<file path="src/rtl/lps_pkg.sv">
package lps_pkg;
  localparam int BASE_PH = 32;
  localparam int NREG    = 5;
  localparam int LVL_W   = 10;
  localparam int FRAC_W  = 10;
  localparam int FAC_W   = 12;

  typedef logic signed [LVL_W-1:0] lvl_t;

  typedef struct packed {
    logic [4:0] trim;
    logic [2:0] shift;
  } seg_reg_t;

  typedef struct packed {
    logic [3:0] trim;
    logic [3:0] gain;
  } tail_reg_t;

  typedef struct packed {
    logic           e1;
    seg_reg_t [3:0] seg;   // index 0 = A .. 3 = D
    tail_reg_t      tail;
  } cfg_t;

  typedef enum logic [2:0] {
    SEG_OVR, SEG_PLAT, SEG_FALL, SEG_UND1, SEG_UND2, SEG_UND3, SEG_IDLE
  } seg_e;

  // nominal template, in 1/32 bit units and code units
  localparam lvl_t T1_B1 = 10'sd3;
  localparam lvl_t T1_B2 = 10'sd14;
  localparam lvl_t T1_B3 = 10'sd17;
  localparam lvl_t T1_B4 = 10'sd21;
  localparam lvl_t T1_B5 = 10'sd27;
  localparam lvl_t E1_B1 = 10'sd4;
  localparam lvl_t E1_B2 = 10'sd16;

  localparam lvl_t T1_L_OVR  = 10'sd100;
  localparam lvl_t T1_L_PLAT = 10'sd80;
  localparam lvl_t T1_L_FALL = 10'sd24;
  localparam lvl_t T1_L_UND1 = -10'sd20;
  localparam lvl_t T1_L_UND2 = -10'sd12;
  localparam lvl_t T1_L_UND3 = -10'sd6;
  localparam lvl_t E1_L_OVR  = 10'sd110;
  localparam lvl_t E1_L_PLAT = 10'sd90;

  function automatic lvl_t sm5(input logic [4:0] f);
    lvl_t m;
    m = lvl_t'(f[3:0]);
    return f[4] ? -m : m;
  endfunction

  function automatic lvl_t sm4(input logic [3:0] f);
    lvl_t m;
    m = lvl_t'(f[2:0]);
    return f[3] ? -m : m;
  endfunction

  function automatic lvl_t sm3(input logic [2:0] f);
    lvl_t m;
    m = lvl_t'(f[1:0]);
    return f[2] ? -m : m;
  endfunction

  // gain factor in 1/1024 units
  function automatic logic [FAC_W-1:0] gain_factor(input logic [3:0] code);
    case (code)
      4'd0:    return 12'd1024;
      4'd1:    return 12'd1051;
      4'd2:    return 12'd1079;
      4'd3:    return 12'd1113;
      4'd4:    return 12'd1140;
      4'd5:    return 12'd1167;
      4'd6:    return 12'd1202;
      4'd7:    return 12'd1239;
      4'd8:    return 12'd1002;
      4'd9:    return 12'd983;
      4'd10:   return 12'd963;
      4'd11:   return 12'd942;
      4'd12:   return 12'd922;
      4'd13:   return 12'd901;
      4'd14:   return 12'd881;
      default: return 12'd867;
    endcase
  endfunction
endpackage

</file>
<file path="src/rtl/lps_phase_ctr.sv">
module lps_phase_ctr #(
  parameter int PHASES = 32,
  localparam int PH_W  = $clog2(PHASES)
) (
  input  logic            clk_i,
  input  logic            rst_ni,
  output logic [PH_W-1:0] phase_o,
  output logic            last_o
);
  localparam logic [PH_W-1:0] PH_LAST = PH_W'(PHASES - 1);

  logic [PH_W-1:0] ph_q;

  // reset parks on the last phase so the first edge opens a period
  always_ff @(posedge clk_i or negedge rst_ni) begin
    if (!rst_ni)              ph_q <= PH_LAST;
    else if (ph_q == PH_LAST) ph_q <= '0;
    else                      ph_q <= ph_q + 1'b1;
  end

  assign phase_o = ph_q;
  assign last_o  = (ph_q == PH_LAST);
endmodule

</file>
<file path="src/rtl/lps_cfg_regs.sv">
module lps_cfg_regs
  import lps_pkg::*;
(
  input  logic       clk_i,
  input  logic       rst_ni,
  input  logic       wr_en_i,
  input  logic [2:0] wr_sel_i,
  input  logic [7:0] wr_data_i,
  input  logic       mode_e1_i,
  input  logic       load_i,
  output cfg_t       cfg_o
);
  logic [7:0] live_q [NREG];
  cfg_t       cfg_q;

  for (genvar i = 0; i < NREG; i++) begin : g_live
    always_ff @(posedge clk_i or negedge rst_ni) begin
      if (!rst_ni)                                 live_q[i] <= '0;
      else if (wr_en_i && (wr_sel_i == 3'(i)))     live_q[i] <= wr_data_i;
    end
  end

  // working copy, refreshed only at the period boundary
  always_ff @(posedge clk_i or negedge rst_ni) begin
    if (!rst_ni) begin
      cfg_q <= '0;
    end else if (load_i) begin
      cfg_q.e1 <= mode_e1_i;
      for (int i = 0; i < 4; i++) cfg_q.seg[i] <= seg_reg_t'(live_q[i]);
      cfg_q.tail <= tail_reg_t'(live_q[NREG-1]);
    end
  end

  assign cfg_o = cfg_q;
endmodule

</file>
<file path="src/rtl/lps_seg_sel.sv">
module lps_seg_sel
  import lps_pkg::*;
#(
  parameter int PHASES = 32,
  localparam int PH_W  = $clog2(PHASES)
) (
  input  cfg_t            cfg_i,
  input  logic [PH_W-1:0] phase_i,
  output lvl_t            lvl_o,
  output logic [3:0]      gain_o
);
  localparam lvl_t SC = lvl_t'(PHASES / BASE_PH);

  lvl_t ph_s, b1, b2, b3, b4, b5;
  seg_e seg;

  always_comb begin
    ph_s = lvl_t'(phase_i);
    if (cfg_i.e1) begin
      b1 = (E1_B1 + sm3(cfg_i.seg[0].shift)) * SC;
      b2 = (E1_B2 + sm3(cfg_i.seg[1].shift)) * SC;
      b3 = b2;
      b4 = b2;
      b5 = b2;
    end else begin
      b1 = (T1_B1 + sm3(cfg_i.seg[0].shift)) * SC;
      b2 = (T1_B2 + sm3(cfg_i.seg[1].shift)) * SC;
      b3 = T1_B3 * SC;
      b4 = (T1_B4 + sm3(cfg_i.seg[2].shift)) * SC;
      b5 = (T1_B5 + sm3(cfg_i.seg[3].shift)) * SC;
    end

    if      (ph_s < b1) seg = SEG_OVR;
    else if (ph_s < b2) seg = SEG_PLAT;
    else if (cfg_i.e1)  seg = SEG_IDLE;
    else if (ph_s < b3) seg = SEG_FALL;
    else if (ph_s < b4) seg = SEG_UND1;
    else if (ph_s < b5) seg = SEG_UND2;
    else                seg = SEG_UND3;

    case (seg)
      SEG_OVR:  lvl_o = (cfg_i.e1 ? E1_L_OVR  : T1_L_OVR)  + sm5(cfg_i.seg[0].trim);
      SEG_PLAT: lvl_o = (cfg_i.e1 ? E1_L_PLAT : T1_L_PLAT) + sm5(cfg_i.seg[1].trim);
      SEG_FALL: lvl_o = T1_L_FALL;
      SEG_UND1: lvl_o = T1_L_UND1 + sm5(cfg_i.seg[2].trim);
      SEG_UND2: lvl_o = T1_L_UND2 + sm5(cfg_i.seg[3].trim);
      SEG_UND3: lvl_o = T1_L_UND3 + sm4(cfg_i.tail.trim);
      default:  lvl_o = '0;
    endcase

    gain_o = cfg_i.e1 ? 4'd0 : cfg_i.tail.gain;
  end
endmodule

</file>
<file path="src/rtl/lps_gain_sat.sv">
module lps_gain_sat
  import lps_pkg::*;
#(
  parameter int DAC_W = 8
) (
  input  lvl_t                    lvl_i,
  input  logic [3:0]              gain_i,
  input  logic                    mark_i,
  input  logic                    neg_i,
  output logic signed [DAC_W-1:0] code_o
);
  localparam int PROD_W = LVL_W + FAC_W + 1;
  typedef logic signed [PROD_W-1:0] prod_t;
  localparam prod_t RND  = prod_t'(2 ** (FRAC_W - 1));
  localparam prod_t MAXV = prod_t'(2 ** (DAC_W - 1) - 1);

  prod_t                    prod, scaled;
  logic signed [DAC_W-1:0]  mag;

  always_comb begin
    prod   = prod_t'(lvl_i) * prod_t'(gain_factor(gain_i));
    scaled = (prod + RND) >>> FRAC_W;
    // symmetric clip keeps negation in range
    if      (scaled >  MAXV) mag = DAC_W'(MAXV);
    else if (scaled < -MAXV) mag = DAC_W'(-MAXV);
    else                     mag = DAC_W'(scaled);
    if (!mark_i)     code_o = '0;
    else if (neg_i)  code_o = -mag;
    else             code_o = mag;
  end
endmodule

</file>
<file path="src/rtl/lps_shaper.sv">
module lps_shaper
  import lps_pkg::*;
#(
  parameter int PHASES = 32,
  parameter int DAC_W  = 8,
  localparam int PH_W  = $clog2(PHASES)
) (
  input  logic             clk_i,
  input  logic             rst_ni,
  input  logic             mode_e1_i,
  input  logic             data_bit_i,
  input  logic             wr_en_i,
  input  logic [2:0]       wr_sel_i,
  input  logic [7:0]       wr_data_i,
  output logic             period_end_o,
  output logic [DAC_W-1:0] code_o
);
  logic [PH_W-1:0]         phase;
  logic                    last;
  cfg_t                    cfg_sh;
  lvl_t                    lvl;
  logic [3:0]              gain;
  logic                    mark_q, neg_q;
  logic signed [DAC_W-1:0] code;

  lps_phase_ctr #(.PHASES(PHASES)) u_ctr (
    .clk_i   (clk_i),
    .rst_ni  (rst_ni),
    .phase_o (phase),
    .last_o  (last)
  );

  lps_cfg_regs u_regs (
    .clk_i     (clk_i),
    .rst_ni    (rst_ni),
    .wr_en_i   (wr_en_i),
    .wr_sel_i  (wr_sel_i),
    .wr_data_i (wr_data_i),
    .mode_e1_i (mode_e1_i),
    .load_i    (last),
    .cfg_o     (cfg_sh)
  );

  // alternate mark inversion; neg_q starts set so the first mark is positive
  always_ff @(posedge clk_i or negedge rst_ni) begin
    if (!rst_ni) begin
      mark_q <= 1'b0;
      neg_q  <= 1'b1;
    end else if (last) begin
      mark_q <= data_bit_i;
      if (data_bit_i) neg_q <= ~neg_q;
    end
  end

  lps_seg_sel #(.PHASES(PHASES)) u_seg (
    .cfg_i   (cfg_sh),
    .phase_i (phase),
    .lvl_o   (lvl),
    .gain_o  (gain)
  );

  lps_gain_sat #(.DAC_W(DAC_W)) u_gain (
    .lvl_i  (lvl),
    .gain_i (gain),
    .mark_i (mark_q),
    .neg_i  (neg_q),
    .code_o (code)
  );

  assign period_end_o = last;
  assign code_o       = code;
endmodule

</file>
<file path="config.mk">
export PLATFORM = sky130hd
export DESIGN_NAME = lps_shaper
export DESIGN_NICKNAME = d
export VERILOG_FILES = /design/src/rtl/lps_pkg.sv /design/src/rtl/lps_phase_ctr.sv /design/src/rtl/lps_cfg_regs.sv /design/src/rtl/lps_seg_sel.sv /design/src/rtl/lps_gain_sat.sv /design/src/rtl/lps_shaper.sv
export SDC_FILE = /design/constraint.sdc
export NUM_CORES = 1
export LEC_CHECK = 0
export CAP_MARGIN = 20
export CORE_ASPECT_RATIO = 1.2
export CORE_UTILIZATION = 45
export DETAILED_ROUTE_END_ITERATION = 12
export PLACE_DENSITY = 0.6
export REMOVE_ABC_BUFFERS = 1
export SKIP_LAST_GASP = 1
export SLEW_MARGIN = 0
export SYNTH_ARGS = -nofsm -noshare
export SYNTH_HDL_FRONTEND = slang
export SYNTH_SLANG_ARGS = --single-unit
</file>
<file path="constraint.sdc">
create_clock -name clk_i -period 39.7 [get_ports clk_i]
set_clock_uncertainty 0.2 [all_clocks]
set_input_delay 11.91 -clock clk_i [delete_from_list [all_inputs] [get_ports clk_i]]
set_output_delay 11.91 -clock clk_i [all_outputs]
set_load 0.01 [all_outputs]
</file>
Yosys cells after proc, flatten, opt, wreduce, memory -nomap -nowiden
Memory sizes are Yosys's and may differ from the RTL's.
Index checks and enable logic that the tools add are counted.
Storage, ports and cells
  bits in registers: 88
  memory bits (read-only): 176
  bits of input ports: 16
  output and inout bits: 9
  word-level logic and storage cells: 99
  memories: 1
Memory list
  (name not given): words 16, width 11, read ports 1, clocked after memory_dff 0, wr ports 0, line lps_pkg.sv:68  | case (code)
Operators by class
  add/subtract/negate cells: 23
  $mul: 1
  order comparisons: 7
  eq/ne operators: 10
  mux-type cells: 29
  bitwise gates (word level): 1
  reduce and logical (&&, ||, !) cells: 8
Operator list (count)
  $mux W10: 14
  $pmux W10 S6: 1
  $lt A6 B10 Y1: 5
  $add A6 B10 Y10 const A: 4
  $neg A2 Y10: 4
  $neg A4 Y10: 4
  $mux W8: 4
  $add A23 B11 Y23 const B: 1
  $mul A10 B13 Y23: 1
  $add A10 B10 Y10: 2
  $add A4 B10 Y10 const A: 2
  $add A5 B10 Y10 const A: 2
  $mux W3: 5
  $gt A13 B8 Y1 const B: 1
  $lt A13 B8 Y1 const B: 1
  $eq A3 B2 Y1 const B: 4
  $mux W4: 3
  $add A3 B10 Y10 const A: 1
  $neg A3 Y10: 1
  $eq A3 B3 Y1 const B: 3
  $neg A8 Y8: 1
  $eq A3 B1 Y1 const B: 2
  $logic_not A3 Y1: 2
  $add A5 B1 Y5 const B: 1
  other kinds (6): 10

Depth between registers and ports, before layout
  depth after elaboration: 21
  depth in mapped cells: 48
  mapped depth without buffers: 46

Hierarchy
From an unflattened synthesis, not the netlist that was laid out.
Second synthesis, totals
  cells, all modules: 1131
  area total of the unflattened synthesis: 10543.9 um^2
Modules (own cells, without submodules)
  lps_gain_sat: times used 1, cells an instance 570, area each 4664.5 um^2, sequential area each 0.0 um^2
  lps_cfg_regs: times used 1, cells an instance 175, area each 3040.4 um^2, sequential area each 2026.9 um^2
  lps_seg_sel: times used 1, cells an instance 365, area each 2541.2 um^2, sequential area each 0.0 um^2
  lps_phase_ctr: times used 1, cells an instance 15, area each 215.2 um^2, sequential area each 131.4 um^2
  lps_shaper: times used 1, cells an instance 6, area each 82.6 um^2, sequential area each 51.3 um^2

Worst setup path after synthesis
OpenSTA, ideal clock, no wires.
  path type: flip-flop to output port
  start: reg u_regs.cfg_q, in the netlist u_regs.cfg_o[8]
  end: out code_o[6]
  arrival time: 9.953 ns
  required time: 27.590 ns
  path slack: 17.637 ns
  cell stages (with the launch flop): 43
  path buffers: 2
  path through: dfrtp_1 > inv_1 > ha_1 > nor2b_1 > o21ai_0 > ha_1 > nor2_1 > inv_1 > ha_1 > o2111ai_1 > a21oi_1 > o41a_1 > clkbuf_1 > a21oi_1 > a211oi_1 > o21ai_0 > a21oi_1 > nor2_1 > [7 not listed] > ha_1 > clkbuf_1 > a21oi_1 > o21ai_1 > a221o_1 > a221o_1 > a21o_1 > o21ai_0 > o31a_1 > o211ai_1 > nor3_1 > o211a_1 > o22ai_1 > ha_1 > nand3b_1 > o21ai_1 > or4_1 > a21oi_1
Between the ends
  cells in the longest elaborated chain, start to end: 16
  elaborated cells on any way between the ends: 23
  those cells by class: 5 x add/sub; 1 x mul; 3 x order compare; 5 x eq/ne; 8 x mux; 1 x reduce/logical
RTL lines
  from (decl): line lps_cfg_regs.sv:14  | cfg_t cfg_q;
  $neg A2 Y10: line lps_pkg.sv:63  | return f[2] ? -m : m;
  $mux W10 *: line lps_pkg.sv:63
  $add A3 B10 Y10 / $add A4 B10 Y10 (equally long branches): line lps_seg_sel.sv:26, lps_seg_sel.sv:20
  $mux W10 *: line lps_seg_sel.sv:19  | if (cfg_i.e1) begin
  $lt A6 B10 Y1 *: line lps_seg_sel.sv:33  | if (ph_s < b1) seg = SEG_OVR;
  $mux W3 *: line lps_seg_sel.sv:33
  $eq A3 B3 Y1, or another cell as far along: line lps_seg_sel.sv:41  | case (seg)
  $pmux W10 S6 *: line lps_seg_sel.sv:41
  $mul A10 B13 Y23 *: line lps_gain_sat.sv:21  | prod = prod_t'(lvl_i) * prod_t'(gain_factor(gain_i));
  $add A23 B11 Y23 *: line lps_gain_sat.sv:22  | scaled = (prod + RND) >>> FRAC_W;
  $lt A13 B8 Y1: line lps_gain_sat.sv:25  | else if (scaled < -MAXV) mag = DAC_W'(-MAXV);
  $mux W8: line lps_gain_sat.sv:25
  $mux W8 *: line lps_gain_sat.sv:24  | if (scaled > MAXV) mag = DAC_W'(MAXV);
  $neg A8 Y8: line lps_gain_sat.sv:28  | else if (neg_i) code_o = -mag;
  $mux W8 *: line lps_gain_sat.sv:28
  $mux W8 *: line lps_gain_sat.sv:27  | if (!mark_i) code_o = '0;
  to (decl): line lps_shaper.sv:16  | output logic [DAC_W-1:0] code_o
Mark *: on every way between the ends. The rest lies on a longest branch, timed or not.

Worst setup path in the final report
Ends and elaborated chain as after synthesis.

==> flow_metrics.py <==
metrics = {
    "floorplan": {
        "pin_count": 25,
        "die_w_um": 141,
        "rows": 60,
        "die_area_um2": 23900,
        "coreArea_um2": 22600,
        "initial_utilization_pct": 46.3,
        "dieHeight_um": 169,
    },
    "clock_network": {
        "insertion_delay_ns": 0.34,
        "numClockSinks": 88,
        "clockBufferDepth": 2,
        "cts.root.buffer_cell": "clkbuf_16",
        "cts_buffers": 9,
        "cts_resized": 0,
        "cts_setup_buffers": 0,
        "htreeDepth": 3,
        "clk_pin_slew_ns": 0.07,
        "ctsHoldBuffers": 0,
        "cts_tree": "yes",
    },
    "synth": {
        "ys_seq_area_share_pct": 21.1,
        "synth-edff-count": 0,
        "yosys_register_bits": 88,
        "syn_avg_cell_area_um2": 8.79,
        "ys_warn_count": 0,
        "yosysUniqueCellTypes": 78,
        "async_reset_ff_share_pct": 100,
        "netlist_area_um2": 10500,
        "synthCells": 1190,
        "ys.flop_type": "dfrtp_1",
    },
    "timing": {
        "finalCritPeriodShare_pct": 60.6,
        "maxSlewViolCount": 0,
        "period_needed_ns": 24.06,
        "tightest_slew_ns": 0.976,
        "rsz0062_at_grt": "false",
        "max-slew-margin-rel_pct": 34.9,
        "fmax_ghz": 0.0416,
        "tns_ns": 0,
        "hold_viol_final": 0,
        "finalSetupViolCount": 0,
    },
    "route": {
        "ant_nets": 0,
        "vias_per_cell": 5.60,
        "remaining_drc_errors": 0,
        "drt-total-wl_um": 25500,
        "drt_first_pass_iters": 5,
        "vias": 8454,
        "wire_per_inst_um": 16.9,
        "drtIter0Drc": 463,
    },
    "global_route": {
        "grt_pass1_wl_um": 43100,
        "grt_pass1_vias": 8651,
        "antenna_found_initial": 0,
        "grt_usage_pct": 22.6,
        "grt_max_degree": 74,
        "grt.overflow.total": 0,
    },
    "worst_setup_path": {
        "crit_path_max_incr_delay_ns": 0.76,
        "critPathSlowestCell": "a21oi_1",
        "start_kind": "flip-flop",
        "critical_path.top_delay_family": "compound AO/OA/AOI/OAI gates",
        "cp_max_fo": 10,
        "cp.arrival_ns": 11.95,
        "cp-end-kind": "primary output",
        "cp_num_buf_inv": 5,
        "critPathKind": "flip-flop to primary output",
        "cp.required_ns": 27.59,
    },
    "placement": {
        "numPortBuffers": 24,
        "place_hpwl_um": 20700,
        "gp_congestion": 0.881,
        "placed_cell_area_um2": 11000,
    },
    "finish": {
        "area_growth_pct": 8.32,
        "fin_area_um2": 11300,
        "nFillCells": 2140,
        "drive_above_1_share_pct": 10.0,
        "nNetsFinal": 1402,
        "antennaDiodeCount": 0,
    },
    "run": {
        "cap_violations": 0,
    },
    "outcome": {
        "status": "completed",
    },
    "worst_hold_path": {
        "min_path_type": "flip-flop to flip-flop",
    },
}
## cell usage after synthesis, types with 10 or more instances
cell type,instances,area share (%)
nand2b_1,26,1.6
a21o_1,25,1.8
nor2_1,104,3.7
mux2i_1,12,1.1
nor2b_1,18,1.1
nand3_1,21,1.0
nand4_1,10,0.60
a211oi_1,13,0.93
dfrtp_1,82,20
o21ai_0,67,3.2
inv_1,115,4.1
clkbuf_1,35,1.3
nand2_1,120,4.3
nor3_1,20,0.96
xnor2_1,23,1.9
fa_1,70,13
ha_1,122,15
a21oi_1,56,2.7
and2_1,14,0.84
o211ai_1,12,0.86
mux2_2,57,6.1
## worst min-delay path, stage by stage (launching register included)
cell	delay, ns
dfrtp_1	0.34
nand2_1	0.05
o21ai_0	0.06
## logic make-up after synthesis
logic type               count (synthesis)  share of synthesized area (%)
buffers and inverters                  158                           5.80
AO/OA/AOI/OAI                          266                           17.3
other                                    1                         0.0358
adder cells (fa/ha/maj)                192                           28.0
flip-flops                              88                           21.1
multiplexers                            69                           7.28
AND/OR/NAND/NOR                        384                           17.8
XOR/XNOR                                32                           2.68
## layer usage
layer | up-vias | track usage, % | wire length (um)
li1 | 4156 | - | -
met1 | 4084 | 27.7 | 11200
met2 | 162 | 40.8 | 12900
met3 | 52 | 1.58 | 619
met4 | 0 | 9.31 | 875
met5 | - | 0 | 0
## cell type report
type	count	area, um2	share of cell area, %
inverter	116	435	3.84
multi-input combinational	944	7650	67.5
clock buffer	9	225	1.99
tap	310	388	3.42
timing repair buffer	35	320	2.83
sequential	88	2210	19.5
clock inverter	7	101	0.894
## flip-flops by register name, summed over array words and instances, names as in the netlist
| signal | count |
|---|---|
| u_ctr.phase_o | 5 |
| u_regs.live_q | 40 |
| mark_q | 1 |
| neg_q | 1 |
| u_regs.cfg_o | 41 |
## metrics by stage
stage / instances / setup WS [ns] / hold WS (ns) / utilization [%]
floorplan: 1148 / 17.58 / 0.248 / -
global placement: 1492 / 16.07 / 0.256 / 48.7
detailed placement: 1492 / 15.86 / 0.266 / 48.7
CTS: 1508 / 15.46 / 0.278 / 50.1
global route: 1509 / 14.91 / 0.305 / 50.2
finish: 1509 / 15.64 / 0.277 / 50.2
## final timing paths
path | cells after the start | slack [ns] | startpoint | end
min reg2reg | 2 | 0.28 | u_regs.live_q[22] | u_regs.cfg_o[30]
min | 2 | 0.28 | u_regs.live_q[22] | u_regs.cfg_o[30]
max | 39 | 15.64 | u_regs.cfg_o[8] | code_o[6]
min in group asynchronous | 1 | 11.22 | rst_ni | u_regs.live_q[17]
max reg2reg | 5 | 37.19 | u_ctr.phase_o[0] | u_regs.cfg_o[31]
max in group asynchronous | 2 | 26.89 | rst_ni | u_regs.live_q[13]
## cells in the final DEF, fill, tap and decap left out, types with 5 or more instances in the layout
| master | n |
|---|---|
| clkdlybuf4s50_1 | 23 |
| ha_1 | 121 |
| and2_1 | 14 |
| nor2b_1 | 18 |
| or2_2 | 9 |
| o21ai_0 | 67 |
| a31oi_1 | 9 |
| nand2b_1 | 26 |
| clkbuf_16 | 9 |
| nand2_1 | 120 |
| or3_1 | 5 |
| a21o_1 | 25 |
| inv_1 | 115 |
| a211oi_1 | 13 |
| o21a_1 | 5 |
| nand4_1 | 10 |
| o31ai_1 | 8 |
| dfstp_2 | 6 |
| a21oi_1 | 56 |
| nand3b_1 | 5 |
| xor2_1 | 9 |
| nor2_1 | 104 |
| o211ai_1 | 12 |
| nand3_1 | 21 |
| o21bai_1 | 7 |
| mux2_2 | 57 |
| mux2i_1 | 12 |
| and3_1 | 8 |
| dfrtp_1 | 82 |
| buf_4 | 12 |
| fa_1 | 70 |
| nor3_1 | 19 |
| xnor2_1 | 23 |
Power is left out: the tool's default activity adds up to more than one toggle a clock period on the data nets, which glitch-free logic cannot reach.
